--- config.mk ---
export PLATFORM = sky130hd
export DESIGN_NAME = tmo_out_ctrl
export DESIGN_NICKNAME = d
export VERILOG_FILES = /design/src/rtl/tmo_pkg.sv /design/src/rtl/tmo_cfg_reg.sv /design/src/rtl/tmo_chan.sv /design/src/rtl/tmo_out_ctrl.sv
export SDC_FILE = /design/constraint.sdc
export NUM_CORES = 1
export LEC_CHECK = 0
export BUFFER_PORTS_ARGS = -buffer_cell sky130_fd_sc_hd__buf_2
export CORE_ASPECT_RATIO = 1.75
export CORE_MARGIN = 5
export CORE_UTILIZATION = 46
export DETAILED_ROUTE_END_ITERATION = 8
export PLACE_DENSITY = 0.81
export SLEW_MARGIN = 20
export SYNTH_ARGS = -nofsm -noshare
export SYNTH_HDL_FRONTEND = slang
export SYNTH_HIERARCHICAL = 1
export SYNTH_SLANG_ARGS = --single-unit
export TNS_END_PERCENT = 5
--- constraint.sdc ---
create_clock -name clk -period 2.05 [get_ports clk]
set_clock_uncertainty 0.1 [all_clocks]
set_input_delay 0.615 -clock clk [delete_from_list [all_inputs] [get_ports clk]]
set_output_delay 0.615 -clock clk [all_outputs]
set_load 0.005 [all_outputs]
--- src/rtl/tmo_pkg.sv ---
// Package: shared types for the timer output controller.
// Assumes each channel field is four bits wide, with the force enable in its
// top bit and the 2-bit mode in its bottom two bits.
package tmo_pkg;

    localparam int FIELD_W = 4;

    typedef enum logic [1:0] {
        MODE_TOGGLE = 2'b00,
        MODE_CZ0    = 2'b01,
        MODE_CZ1    = 2'b10,
        MODE_CHAIN  = 2'b11
    } tmo_mode_e;

    typedef struct packed {
        logic      force_en;
        logic      low_act;
        tmo_mode_e mode;
    } tmo_field_t;

endpackage

--- src/rtl/tmo_cfg_reg.sv ---
// Module: control word register with byte-lane and single-bit writes.
// Assumes REG_W is a multiple of 8. A single-bit write is applied after the
// byte lanes, so it wins for the bit it names.
module tmo_cfg_reg #(
    parameter int REG_W = 16,
    localparam int LANES = REG_W / 8,
    localparam int IDX_W = $clog2(REG_W)
) (
    input  logic             clk,
    input  logic             rst_n,
    input  logic [REG_W-1:0] wdata,
    input  logic [LANES-1:0] be,
    input  logic             bit_wr,
    input  logic [IDX_W-1:0] bit_idx,
    input  logic             bit_val,
    output logic [REG_W-1:0] q
);

    logic [REG_W-1:0] nxt;

    // Merge the byte lanes first, then the single-bit write.
    always_comb begin
        nxt = q;
        for (int i = 0; i < LANES; i++) begin
            if (be[i]) nxt[i*8 +: 8] = wdata[i*8 +: 8];
        end
        if (bit_wr) nxt[bit_idx] = bit_val;
    end

    // Hold the control word, cleared by reset.
    always_ff @(posedge clk) begin
        if (!rst_n) q <= '0;
        else        q <= nxt;
    end

endmodule

--- src/rtl/tmo_chan.sv ---
// Module: one output channel. It decodes strobes into set, clear and invert
// events according to its mode, holds the logical state bit, and maps that
// state to the pin. Assumes strobes are single-cycle pulses. Invert and set
// take priority over clear.
module tmo_chan
    import tmo_pkg::*;
(
    input  logic       clk,
    input  logic       rst_n,
    input  tmo_field_t fld,
    input  logic       own_match,
    input  logic       next_match,
    input  logic       zero0,
    input  logic       zero1,
    output logic       pin
);

    logic ev_set, ev_clr, ev_inv, state;

    // Decode the mode into event strobes.
    always_comb begin
        ev_set = 1'b0;
        ev_clr = 1'b0;
        ev_inv = 1'b0;
        unique case (fld.mode)
            MODE_TOGGLE: ev_inv = own_match;
            MODE_CZ0: begin
                ev_set = own_match;
                ev_clr = zero0;
            end
            MODE_CZ1: begin
                ev_set = own_match;
                ev_clr = zero1;
            end
            MODE_CHAIN: begin
                ev_set = own_match;
                ev_clr = next_match;
            end
            default: ;
        endcase
    end

    // State bit: invert, then set, then clear, in priority order.
    always_ff @(posedge clk) begin
        if (!rst_n)      state <= 1'b0;
        else if (ev_inv) state <= ~state;
        else if (ev_set) state <= 1'b1;
        else if (ev_clr) state <= 1'b0;
    end

    // Map the state to the pin, or drive the forced level.
    always_comb begin
        if (fld.force_en) pin = fld.low_act;
        else              pin = state ^ fld.low_act;
    end

endmodule

--- src/rtl/tmo_out_ctrl.sv ---
// Module: top of the multi-channel timer output controller. It holds the
// control word and builds one channel per output. Channel k (0-based)
// treats channel (k+1) mod NUM_CH as its successor in chain mode.
module tmo_out_ctrl
    import tmo_pkg::*;
#(
    parameter int NUM_CH = 4,
    localparam int REG_W = NUM_CH * FIELD_W,
    localparam int LANES = REG_W / 8,
    localparam int IDX_W = $clog2(REG_W)
) (
    input  logic              clk,
    input  logic              rst_n,
    input  logic [REG_W-1:0]  cfg_wdata,
    input  logic [LANES-1:0]  cfg_be,
    input  logic              cfg_bit_wr,
    input  logic [IDX_W-1:0]  cfg_bit_idx,
    input  logic              cfg_bit_val,
    input  logic [NUM_CH-1:0] match_stb,
    input  logic              cnt0_zero,
    input  logic              cnt1_zero,
    output logic [REG_W-1:0]  cfg_q,
    output logic [NUM_CH-1:0] pin_o
);

    tmo_cfg_reg #(.REG_W(REG_W)) u_cfg (
        .clk     (clk),
        .rst_n   (rst_n),
        .wdata   (cfg_wdata),
        .be      (cfg_be),
        .bit_wr  (cfg_bit_wr),
        .bit_idx (cfg_bit_idx),
        .bit_val (cfg_bit_val),
        .q       (cfg_q)
    );

    for (genvar g = 0; g < NUM_CH; g++) begin : g_ch
        localparam int NXT = (g + 1) % NUM_CH;
        tmo_field_t fld;
        assign fld = tmo_field_t'(cfg_q[g*FIELD_W +: FIELD_W]);
        tmo_chan u_chan (
            .clk        (clk),
            .rst_n      (rst_n),
            .fld        (fld),
            .own_match  (match_stb[g]),
            .next_match (match_stb[NXT]),
            .zero0      (cnt0_zero),
            .zero1      (cnt1_zero),
            .pin        (pin_o[g])
        );
    end

endmodule

; ---- Word-level counts from Yosys, hierarchy flattened
; Cells that the tools add are included.
[word_totals]
latch_bits = 0
reg_bits = 20
mem_bits_rw = 0
out_inout_bits = 20
mem_bits_ro = 0
n_memories = 0
elab_cells = 74
in_bits = 32
[classes]
eq_ne = 12
reduce_logical = 13
n_div = 0
shifts = 0
n_mux = 34
order_cmp = 2
n_bitwise = 8
n_addsub = 0
mul = 0
[op_table]
columns = op, count
row1 = 1-bit two-way mux, 25
row2 = 16-bit bitwise mux, 1
row3 = "2-bit == test, second input constant", 8
row4 = 16-bit two-way mux, 1
row5 = 8-bit two-way mux, 2
row6 = 1-bit case mux with 3 select lines, 4
row7 = 3-bit nonzero test, 4
row8 = 3-bit OR reduction, 4
row9 = "2-bit by 1-bit == test with 1-bit output, second input constant", 4
row10 = 2-bit zero test, 4
row11 = "4-bit by 5-bit < comparator with 1-bit output, second input constant", 1
row12 = 1-bit demux with 4-bit select, 1
row13 = "4-bit by 1-bit >= comparator with 1-bit output, second input constant", 1
row14 = 1-bit inverter, 4
row15 = 1-bit XOR, 4
row16 = 1-bit logical AND, 1

; ---- Depth between registers and ports, before layout
; Gate-level depths: netlist (run 1).
[depth]
word_depth = 6
depth_mapped = 4

; ---- By module
; Netlist (run 1), hierarchy kept.
[modules_own_cells]
columns = module, cells_each, n_inst, area_each_um2
row1 = tmo_cfg_reg, 80, 1, 813.3
row2 = tmo_chan, 9, 4, 81.3

; ---- Worst setup path after synthesis (run 1)
; OpenSTA, ideal clock, no wires.
[synth_path]
path_type = input port to flip-flop
start = input cfg_bit_idx[0]
end = register u_cfg.q[0]
slack_ps = 392
setup_ps = 124
arrival_time_ps = 1435
n_path_buf = 1
path_stages = 3
cell_sequence = or3b_1 > buf_6 > o311a_2
[synth_between]
elab_chain_len = 6
elab_cells_between_ends = 7
[synth_lines]
columns = item, line_no
row1 = start: declaration, tmo_out_ctrl.sv:17  ; input logic [IDX_W-1:0] cfg_bit_idx,
row2 = 4-bit by 5-bit < comparator with 1-bit output (not written as such) / 4-bit by 1-bit >= comparator with 1-bit output (equally long branches), tmo_cfg_reg.sv:27  ; if (bit_wr) nxt[bit_idx] = bit_val;
row3 = 1-bit logical AND (not written as such), tmo_cfg_reg.sv:27
row4 = 1-bit two-way mux (not written as such), tmo_cfg_reg.sv:27
row5 = 1-bit demux with 4-bit select (*), -
row6 = 16-bit bitwise mux (*), tmo_cfg_reg.sv:27
row7 = 16-bit two-way mux (*), tmo_cfg_reg.sv:27
row8 = end signal: assignment, tmo_cfg_reg.sv:33  ; else q <= nxt;
row9 = end: declaration, tmo_cfg_reg.sv:16  ; output logic [REG_W-1:0] q
; Every way passes the cells marked *; elsewhere a longest branch is shown, timed or not.
; A chain may end at the register's enable or synchronous reset.

; ---- Worst setup path in the final report (run 1)
[layout_path]
start = register u_cfg.q[15]
end = output pin_o[3]
[layout_between]
elab_chain_len = 1
[layout_lines]
columns = item, line_no
row1 = 1-bit two-way mux, tmo_chan.sv:53  ; if (fld.force_en) pin = fld.low_act;
row2 = end: declaration, tmo_out_ctrl.sv:23  ; output logic [NUM_CH-1:0] pin_o
; Every way passes these cells.

==> results.yml, run 1 <==
layout:
  num-nets-final: 196
  drive_gt1_share_pct: 35.0
  area_growth_syn_to_layout_pct: 26.6
  postLayoutCoreUtil_pct: 59.3
  n_antenna_cell: 0
placement:
  pre_cts_slack_ns: 0.229
  hpwl_mm: 2.48
  gp_congestion: 0.814
  port_buffers: 51
sta:
  drv_slew: 0
  worst_pin_slew_ns: 0.373
  finalHoldViolCount: 0
  layout_min_cycle_time_ns: 1.75
  fin_setup_tns_ns: 0
  max_freq_mhz: 571
  rsz0062_at_grt: "no"
  hold_ws_ns: 0.554
  layout_setup_ws_ns: 0.297
  post-route-period-util_pct: 85.5
  slew_headroom_pct: 75.1
  setup_violations: 0
synthesis:
  yosys.area_share.xor_xnor_pct: 3.08
  syn_avg_cell_area_sq_um: 9.82
  ys.flop_type: "dfxtp_1"
  synth-adder-area-share_pct: 0
  yosys.area.top_type: "dfxtp_1"
  synth-compound-area-share_pct: 26.5
  yosys_warnings: 6
  netlist_area_sq_mm: 0.00114
  yosysUniqueCellTypes: 19
  synth_top_family_by_area: "compound AO/OA/AOI/OAI gates"
  yosysSeqAreaShare_pct: 35.2
  synth_top_area_share_pct: 35.2
  synth_edf_count: 0
  syn_inst: 116
  yosys-top-cells-count: "dfxtp_1, mux2i_1, o311a_1, o21ai_0, nand2b_1"
  synth-simple-area-share_pct: 14.2
  ys_seq_elements: 20
  synthTopCellsByArea: "dfxtp_1, mux2i_1, o311a_1, o21ai_0, nand2b_1"
  synth_fp_nets: 148
  synth_mux_area_share_pct: 17.6
  async_reset_ff_share_pct: 0
grt:
  grt_first_pass_wirelength_mm: 4.64
  grt_util_all_layers_pct: 18.3
  grt_start_max_net_pins: 21
  grt_overflow: 0
  grt_pass1_vias: 1048
  antenna_found_initial: 0
route:
  via_count: 1152
  drc: 0
  wl_met1_mm: 1.14
  wl_met3_um: 239
  first_pass_iters: 4
  viasPerCell: 6.10
  drtAntennaViolNets: 0
  finalWirelength_mm: 3.17
  dr_wl_met2_mm: 1.74
  drt_iter0_drc: 39
  post_drt_wl_per_cell_um: 16.8
  highest_layer: "met4"
cts:
  clock_sinks: 20
  htree_levels: 1
  clk_latency_ns: 0.26
  clk_path_buf_depth: 2
  cts_setup_buffers: 0
  cts_tree: "yes"
  holdBufCountCts: 0
  cts_root_buf: "clkbuf_8"
  cts_made_buffers: 3
  clkTransAtPathRegs_ns: 0.07
  cts_resized: 0
pwr:
  pwr-share-comb_pct: 22.2
  vdd_drop_max_v: 0.000570
  p_seq_share_pct: 46.8
  leakagePower_nw: 0.686
  power.share.clock_pct: 31.0
  power.net_switching_uw: 250
  switching_share_pct: 26.4
  p_per_area_mw_per_mm2: 657
  intPower_uw: 697
critical_path:
  regToRegSetupSlack_ns: 0.81
  path_max_fanout: 3
  startpoint_type: "register"
  worstPathArrival_ns: 1.04
  critPathCaptureType: "primary output"
  cp.required_ns: 1.33
  path_class: "register to primary output"
floorplan:
  fp.dieArea_sq_mm: 0.00361
  die_h_um: 75.8
  num_io_pins: 52
  core_sq_mm: 0.00243
  std_cell_rows: 24
  die_w_um: 47.6
  start_util_pct: 46.8
worst_hold_path:
  min_path_type: "input pin to register"
outcome:
  status: "completed"
job:
  max_cap_violations: 0
[layer usage]
metal | GRT usage, % | up-vias
met2 | 32.4 | 50
li1 | - | 552
met3 | 2.60 | 6
met1 | 20.6 | 544
met5 | 0 | -
met4 | 8.08 | 0
[metrics by stage]
step	cell area, sq um	total power [mW]	cells
global placement	1390	0.650	185
CTS	1440	0.952	189
global route	1440	0.992	189
detailed placement	1390	0.662	185
finish	1440	0.947	189
floorplan	1140	0.569	116
[final timing paths]
kind                start                   end  depth (start not counted)
max           u_cfg/q[15]              pin_o[3]                          3
min          match_stb[0]  g_ch[0].u_chan/state                          2
max reg2reg   u_cfg/q[13]  g_ch[3].u_chan/state                          3
min reg2reg    u_cfg/q[1]  g_ch[0].u_chan/state                          2
[layout make-up]
class / instances / area (sq um)
Timing Repair Buffer: 51 / 255
Sequential cell: 20 / 400
Fill cell: 225 / 991
Multi-Input combinational cell: 88 / 698
Tap cell: 26 / 32.5
Clock buffer: 4 / 55.1
[power by group through the flow]
stage          registers (mW)  clock network (mW)  logic (mW)
2_1_floorplan           0.449                   0       0.121
3_3_place_gp            0.450                   0       0.201
3_5_place_dp            0.451                   0       0.210
4_1_cts                 0.442               0.298       0.211
5_1_grt                 0.447               0.315       0.230
6_report                0.443               0.293       0.211
[registers in the layout, summed over array words and instances, names as in the netlist]
signal / flops
u_cfg/q: 16
g_ch.u_chan/state: 4
[worst max-delay path: stages, from the launching register on]
cell and delay, ns:
dfxtp_1 0.32, nand2b_1 0.15, xnor2_1 0.16, buf_2 0.14
[kinds of logic after synthesis]
| family | count (synthesis) |
|---|---|
| muxes | 20 |
| xor gates and xnor gates | 4 |
| DFF | 20 |
| AOI/OAI and AO/OA | 40 |
| buffers and inverters | 8 |
| and+or+nand+nor | 24 |
[layout by cell type (no fill, tap or decap)]
cell      count
buf_2        51
clkbuf_8      4
nand3_1       1
and3_1        4
o311a_1      19
o311a_2       1
dfxtp_1      20
a21oi_1       4
or2_2         1
o21ai_1       3
o21ai_0      13
xnor2_1       4
nand2_1       1
nand2b_1     10
nand3b_1      2
or3b_1        5
mux2i_1      20
(Power assumes the default switching activity.)
==> run 2, diff against run 1 <==
--- a/config.mk
+++ b/config.mk
@@ -5,13 +5,13 @@
 export SDC_FILE = /design/constraint.sdc
 export NUM_CORES = 1
 export LEC_CHECK = 0
+export ABC_AREA = 1
 export BUFFER_PORTS_ARGS = -buffer_cell sky130_fd_sc_hd__buf_2
 export CORE_ASPECT_RATIO = 1.75
 export CORE_MARGIN = 5
-export CORE_UTILIZATION = 46
+export CORE_UTILIZATION = 48
 export DETAILED_ROUTE_END_ITERATION = 8
 export PLACE_DENSITY = 0.81
-export SLEW_MARGIN = 20
 export SYNTH_ARGS = -nofsm -noshare
 export SYNTH_HDL_FRONTEND = slang
 export SYNTH_HIERARCHICAL = 1
==> run 2 against run 1 <==
Net effect:
- die area up 6.7%
- critical path depth up 2
- count of clock-buffer cells in the layout unchanged
- global-route usage down 0.78 points
- final cell count up 59%
- sequential share of layout area down 2.8 points
- clock power about the same
- fmax down 0.19%
- wire length up 1.1%
- critical path type unchanged
- largest cell class unchanged
==> results.yml, run 2 <==
layout:
  area_growth_syn_to_layout_pct: 24.7
  reg_top3: "u_cfg/q: 16 flops, g_ch.u_chan/state: 4 flops"
  n_antenna_cell: 0
  fin_area_sq_mm: 0.00160
  postLayoutCoreUtil_pct: 61.0
  final_common_cell: "nand2_1"
  regMostFlops: "u_cfg/q"
  fillers: 294
  final_cell_mix: "nand2_1, buf_2, inv_1"
  drive_gt1_share_pct: 20.8
  num-nets-final: 307
  multi_input_area_sq_um: 704
  largest_reg_flops: 16
  seq_area_sq_um: 400
sta:
  hold_ws_ns: 0.476
  layout_min_cycle_time_ns: 1.76
  drv_slew: 0
  layout_setup_ws_ns: 0.294
  fin_setup_tns_ns: 0
  setup_violations: 0
  rsz0062_at_grt: "no"
  post-route-period-util_pct: 85.7
  finalHoldViolCount: 0
  worst_pin_slew_ns: 0.508
  max_freq_mhz: 569
  slew_headroom_pct: 66.1
synthesis:
  yosysSeqAreaShare_pct: 31.2
  yosys.area.top_type: "dfxtp_1"
  async_reset_ff_share_pct: 0
  netlist_area_sq_mm: 0.00128
  synth_edf_count: 0
  synth_top_area_share_pct: 31.2
  yosysUniqueCellTypes: 13
  synth_top_family_by_area: "simple AND/OR/NAND/NOR gates"
  ys_seq_elements: 20
  synth-compound-area-share_pct: 10.9
  yosys-top-cells-count: "nand2_1, inv_1, nor2_1, nand3_1, dfxtp_1"
  synthTopCellsByArea: "dfxtp_1, nand2_1, inv_1, nor2_1, nand3_1"
  synth_mux_area_share_pct: 0
  syn_avg_cell_area_sq_um: 5.74
  synth-adder-area-share_pct: 0
  synth-simple-area-share_pct: 41.2
  yosys_warnings: 6
  ys.flop_type: "dfxtp_1"
  synth_most_common_cell: "nand2_1"
  syn_inst: 224
  yosys.area_share.xor_xnor_pct: 2.73
  synth_fp_nets: 256
pwr:
  p_per_area_mw_per_mm2: 589
  vdd_drop_max_v: 0.000495
  leakagePower_nw: 0.872
cts:
  clk_path_buf_depth: 2
  cts_resized: 0
  cts_setup_buffers: 0
  clk_latency_ns: 0.25
  holdBufCountCts: 0
  clkTransAtPathRegs_ns: 0.07
  clock_sinks: 20
  cts_tree: "yes"
  cts_made_buffers: 3
  cts_root_buf: "clkbuf_8"
  htree_levels: 1
critical_path:
  cp_top_family: "flip-flops"
  cp_slowest_stage_delay_ns: 0.36
  regToRegSetupSlack_ns: 1.01
  startpoint_type: "register"
  worstSetupEndpoint: "pin_o[1]"
  path_cells: "inv_1 > nand2_1 > xor2_1 > inv_1 > buf_2"
  rr_startpoint: "u_cfg/q[8]"
  startpoint: "u_cfg/q[7]"
  worstPathBufferInverterCount: 3
  cp.required_ns: 1.33
  cp.depth: 5
  crit_path_frequent_cell: "inv_1"
  cpMaxStageDelayCell: "dfxtp_1"
  path_class: "register to primary output"
  critPathCaptureType: "primary output"
  reg2regPathDepth: 4
  path_max_fanout: 3
  worstPathArrival_ns: 1.04
  worst_r2r_endpoint: "u_cfg/q[8]"
outcome:
  status: "completed"
floorplan:
  fp.dieArea_sq_mm: 0.00385
  die_w_um: 49.1
  start_util_pct: 48.9
  std_cell_rows: 25
  die_h_um: 78.4
  core_sq_mm: 0.00263
  num_io_pins: 52
placement:
  port_buffers: 51
  pre_cts_slack_ns: 0.376
  gp_congestion: 0.747
  placed_area_sq_mm: 0.00155
  hpwl_mm: 2.47
grt:
  grt_overflow: 0
  antenna_found_initial: 0
  grt_util_all_layers_pct: 17.5
  grt_start_max_net_pins: 21
  grt_pass1_vias: 1354
  grt_first_pass_wirelength_mm: 5.50
worst_hold_path:
  min_path_type: "register to register"
route:
  viasPerCell: 4.85
  drc: 0
  drtAntennaViolNets: 0
  first_pass_iters: 4
  via_count: 1460
  drt_iter0_drc: 45
  post_drt_wl_per_cell_um: 10.7
  finalWirelength_mm: 3.21
job:
  max_cap_violations: 0
## run 2: changes by cell type after synthesis, moves of 19 or more
cell     change
nand3_1     +24
nor2_1      +37
mux2i_1     -20
inv_1       +41
nand2_1     +57
o311a_1     -19
## run 2: report_power, final
group          switching [mW]  leakage (nW)  total [mW]  internal (mW)
clock                   0.121        0.0288       0.292          0.171
combinational           0.120         0.677       0.211         0.0910
sequential             0.0250         0.166       0.441          0.416
total                   0.266         0.872       0.944          0.677
## run 2: layout make-up
type / count / area share [%]
clock buffers: 4 / 3.43
inverters: 41 / 9.60
multi-input cells: 158 / 43.9
flip-flops and latches: 20 / 25.0
well taps: 27 / 2.11
repair buffers: 51 / 15.9
## run 2: how the worst min path moves through the flow
stage | start | endpoint | cells after the start
2_1_floorplan | g_ch[0].u_chan/state | g_ch[0].u_chan/state | 3
3_3_place_gp | g_ch[0].u_chan/state | g_ch[0].u_chan/state | 3
3_5_place_dp | g_ch[0].u_chan/state | g_ch[0].u_chan/state | 3
4_1_cts | g_ch[0].u_chan/state | g_ch[0].u_chan/state | 3
5_1_grt | g_ch[0].u_chan/state | g_ch[0].u_chan/state | 3
6_report | g_ch[0].u_chan/state | g_ch[0].u_chan/state | 3
## run 2: worst min-delay path, stage by stage (launching register included)
cell     delay [ns]
dfxtp_1        0.33
nand4_1        0.09
nand2_1        0.04
nor2_1         0.08
## run 2: stage by stage
| stage | std cells | power [mW] |
|---|---|---|
| floorplan | 224 | 0.570 |
| global placement | 297 | 0.658 |
| detailed placement | 297 | 0.661 |
| CTS | 301 | 0.956 |
| global route | 301 | 1.01 |
| finish | 301 | 0.944 |
## run 2: logic make-up (layout without fill, tap and decap cells)
family,count (synthesis),after routing
simple gates,126,126
buf+inv,46,96
compound gates,28,28
flops,20,20
xor+xnor,4,4
## run 2: metal layers
metal	global-route usage [%]	wire, um	vias up
met4	6.47	21	0
li1	-	-	789
met3	3.04	168	2
met5	0	0	-
met1	18.0	1260	638
met2	33.5	1760	31
==> run 3, diff against run 2 <==
--- a/config.mk
+++ b/config.mk
@@ -10,6 +10,7 @@
 export CORE_ASPECT_RATIO = 1.75
 export CORE_MARGIN = 5
 export CORE_UTILIZATION = 48
+export CTS_BUF_LIST = sky130_fd_sc_hd__clkbuf_16
 export DETAILED_ROUTE_END_ITERATION = 8
 export PLACE_DENSITY = 0.81
 export SYNTH_ARGS = -nofsm -noshare
==> run 3 against run 2 <==
Net effect:
- total power increased by 12%
- utilization is 0.90 points higher
- die area did not move
- wire length is 1.4% higher
- final cell count unchanged
- clock power increased by 38%
- critical endpoint unchanged
- largest cell class unchanged
==> results.yml, run 3 (synthesis results as in run 2) <==
outcome:
  status: "completed"
sta:
  layout_min_cycle_time_ns: 1.75
  post-route-period-util_pct: 85.3
  setup_violations: 0
  fin_setup_tns_ns: 0
  drv_slew: 0
  hold_ws_ns: 0.470
  worst_pin_slew_ns: 0.513
  slew_headroom_pct: 65.7
  finalHoldViolCount: 0
  max_freq_mhz: 572
  rsz0062_at_grt: "no"
route:
  drt_iter0_drc: 43
  via_count: 1473
  viasPerCell: 4.89
  post_drt_wl_per_cell_um: 10.8
  first_pass_iters: 4
  drc: 0
  finalWirelength_mm: 3.25
  drtAntennaViolNets: 0
grt:
  grt_util_all_layers_pct: 17.9
  grt_first_pass_wirelength_mm: 5.60
  grt_start_max_net_pins: 21
  grt_pass1_vias: 1369
  antenna_found_initial: 0
  grt_overflow: 0
worst_hold_path:
  min-delay-start: "g_ch[0].u_chan/state"
  min_path_type: "register to register"
floorplan:
  core_sq_mm: 0.00263
  num_io_pins: 52
  die_w_um: 49.1
  die_h_um: 78.4
  std_cell_rows: 25
  fp.dieArea_sq_mm: 0.00385
  start_util_pct: 48.9
cts:
  clk_path_buf_depth: 2
  holdBufCountCts: 0
  cts_made_buffers: 3
  clock_sinks: 20
  clk_latency_ns: 0.25
  htree_levels: 1
  cts_root_buf: "clkbuf_16"
  cts_tree: "yes"
  cts_resized: 0
  clkTransAtPathRegs_ns: 0.05
  cts_setup_buffers: 0
critical_path:
  cp_slowest_stage_delay_ns: 0.35
  rr_startpoint: "u_cfg/q[8]"
  crit_path_frequent_cell: "inv_1"
  startpoint: "u_cfg/q[7]"
  path_class: "register to primary output"
  worstPathBufferInverterCount: 3
  reg2regPathDepth: 4
  worstSetupEndpoint: "pin_o[1]"
  cp.depth: 5
  path_cells: "inv_1 > nand2_1 > xor2_1 > inv_1 > buf_2"
  path_max_fanout: 3
  startpoint_type: "register"
  cpMaxStageDelayCell: "dfxtp_1"
  cp.required_ns: 1.33
  worst_r2r_endpoint: "u_cfg/q[8]"
  cp_top_family: "flip-flops"
  critPathCaptureType: "primary output"
  regToRegSetupSlack_ns: 1.01
  worstPathArrival_ns: 1.03
layout:
  drive_gt1_share_pct: 20.4
  area_growth_syn_to_layout_pct: 26.6
  multi_input_area_sq_um: 704
  largest_reg_flops: 16
  postLayoutCoreUtil_pct: 61.9
  final_cell_mix: "nand2_1, buf_2, inv_1"
  final_common_cell: "nand2_1"
  final_cells: 301
  num-nets-final: 307
  n_antenna_cell: 0
  reg_top3: "u_cfg/q: 16 flops, g_ch.u_chan/state: 4 flops"
  regMostFlops: "u_cfg/q"
  seq_area_sq_um: 400
  fillers: 293
pwr:
  pwr-share-comb_pct: 20.0
  p_seq_share_pct: 41.8
  switching_share_pct: 27.3
  power_mw: 1.06
  p_per_area_mw_per_mm2: 649
  leakagePower_nw: 0.882
  intPower_uw: 767
  vdd_drop_max_v: 0.000417
  power.net_switching_uw: 288
  power.share.clock_pct: 38.1
placement:
  port_buffers: 51
  gp_congestion: 0.747
  dp_cells: 297
  hpwl_mm: 2.47
job:
  max_cap_violations: 0
==> run 3: cell types whose count changed in the layout (fill, tap and decap cells not counted), sizes merged <==
cell,previous run,this run
clkbuf,4,3
clkinv,0,1
==> run 3: per-stage QoR <==
step | setup slack [ns] | instance area [sq um]
after floorplan | 0.648 | 1280
after global placement | 0.429 | 1550
after detailed placement | 0.376 | 1550
after CTS | 0.305 | 1630
after global routing | 0.219 | 1630
final | 0.302 | 1630
==> run 3: final cells by class <==
cell class	instances	share of cell area (%)
multi-input combinational	158	43.3
sequential	20	24.6
timing repair buffer	51	15.7
inverter	41	9.46
clock buffer	3	4.62
tap	27	2.08
clock inverter	1	0.231
==> run 3: worst min path at each step <==
stage	to	depth (start not counted)	slack, ns
after floorplan	g_ch[0].u_chan/state	3	0.43
after global placement	g_ch[0].u_chan/state	3	0.46
after detailed placement	g_ch[0].u_chan/state	3	0.46
after CTS	g_ch[0].u_chan/state	3	0.48
after global routing	g_ch[0].u_chan/state	3	0.51
final	g_ch[0].u_chan/state	3	0.47
==> run 3: worst reg2reg max path: stages (launching register included) <==
cell	delay, ns
dfxtp_1	0.41
inv_1	0.05
o21ai_0	0.19
a21oi_1	0.08
nor2_1	0.15
==> run 3: per-layer routing <==
metal	up-vias	track usage (%)	routed length (um)
met5	-	0	0
met4	0	8.09	68
li1	788	-	-
met3	5	3.04	180
met1	644	18.6	1270
met2	36	33.3	1730
==> run 3: power by group through the flow <==
stage | registers, mW | clock network [mW] | logic, mW
after CTS | 0.441 | 0.412 | 0.214
after detailed placement | 0.450 | 0 | 0.211
after global routing | 0.445 | 0.429 | 0.247
after global placement | 0.449 | 0 | 0.208
final | 0.441 | 0.402 | 0.211
after floorplan | 0.447 | 0 | 0.123
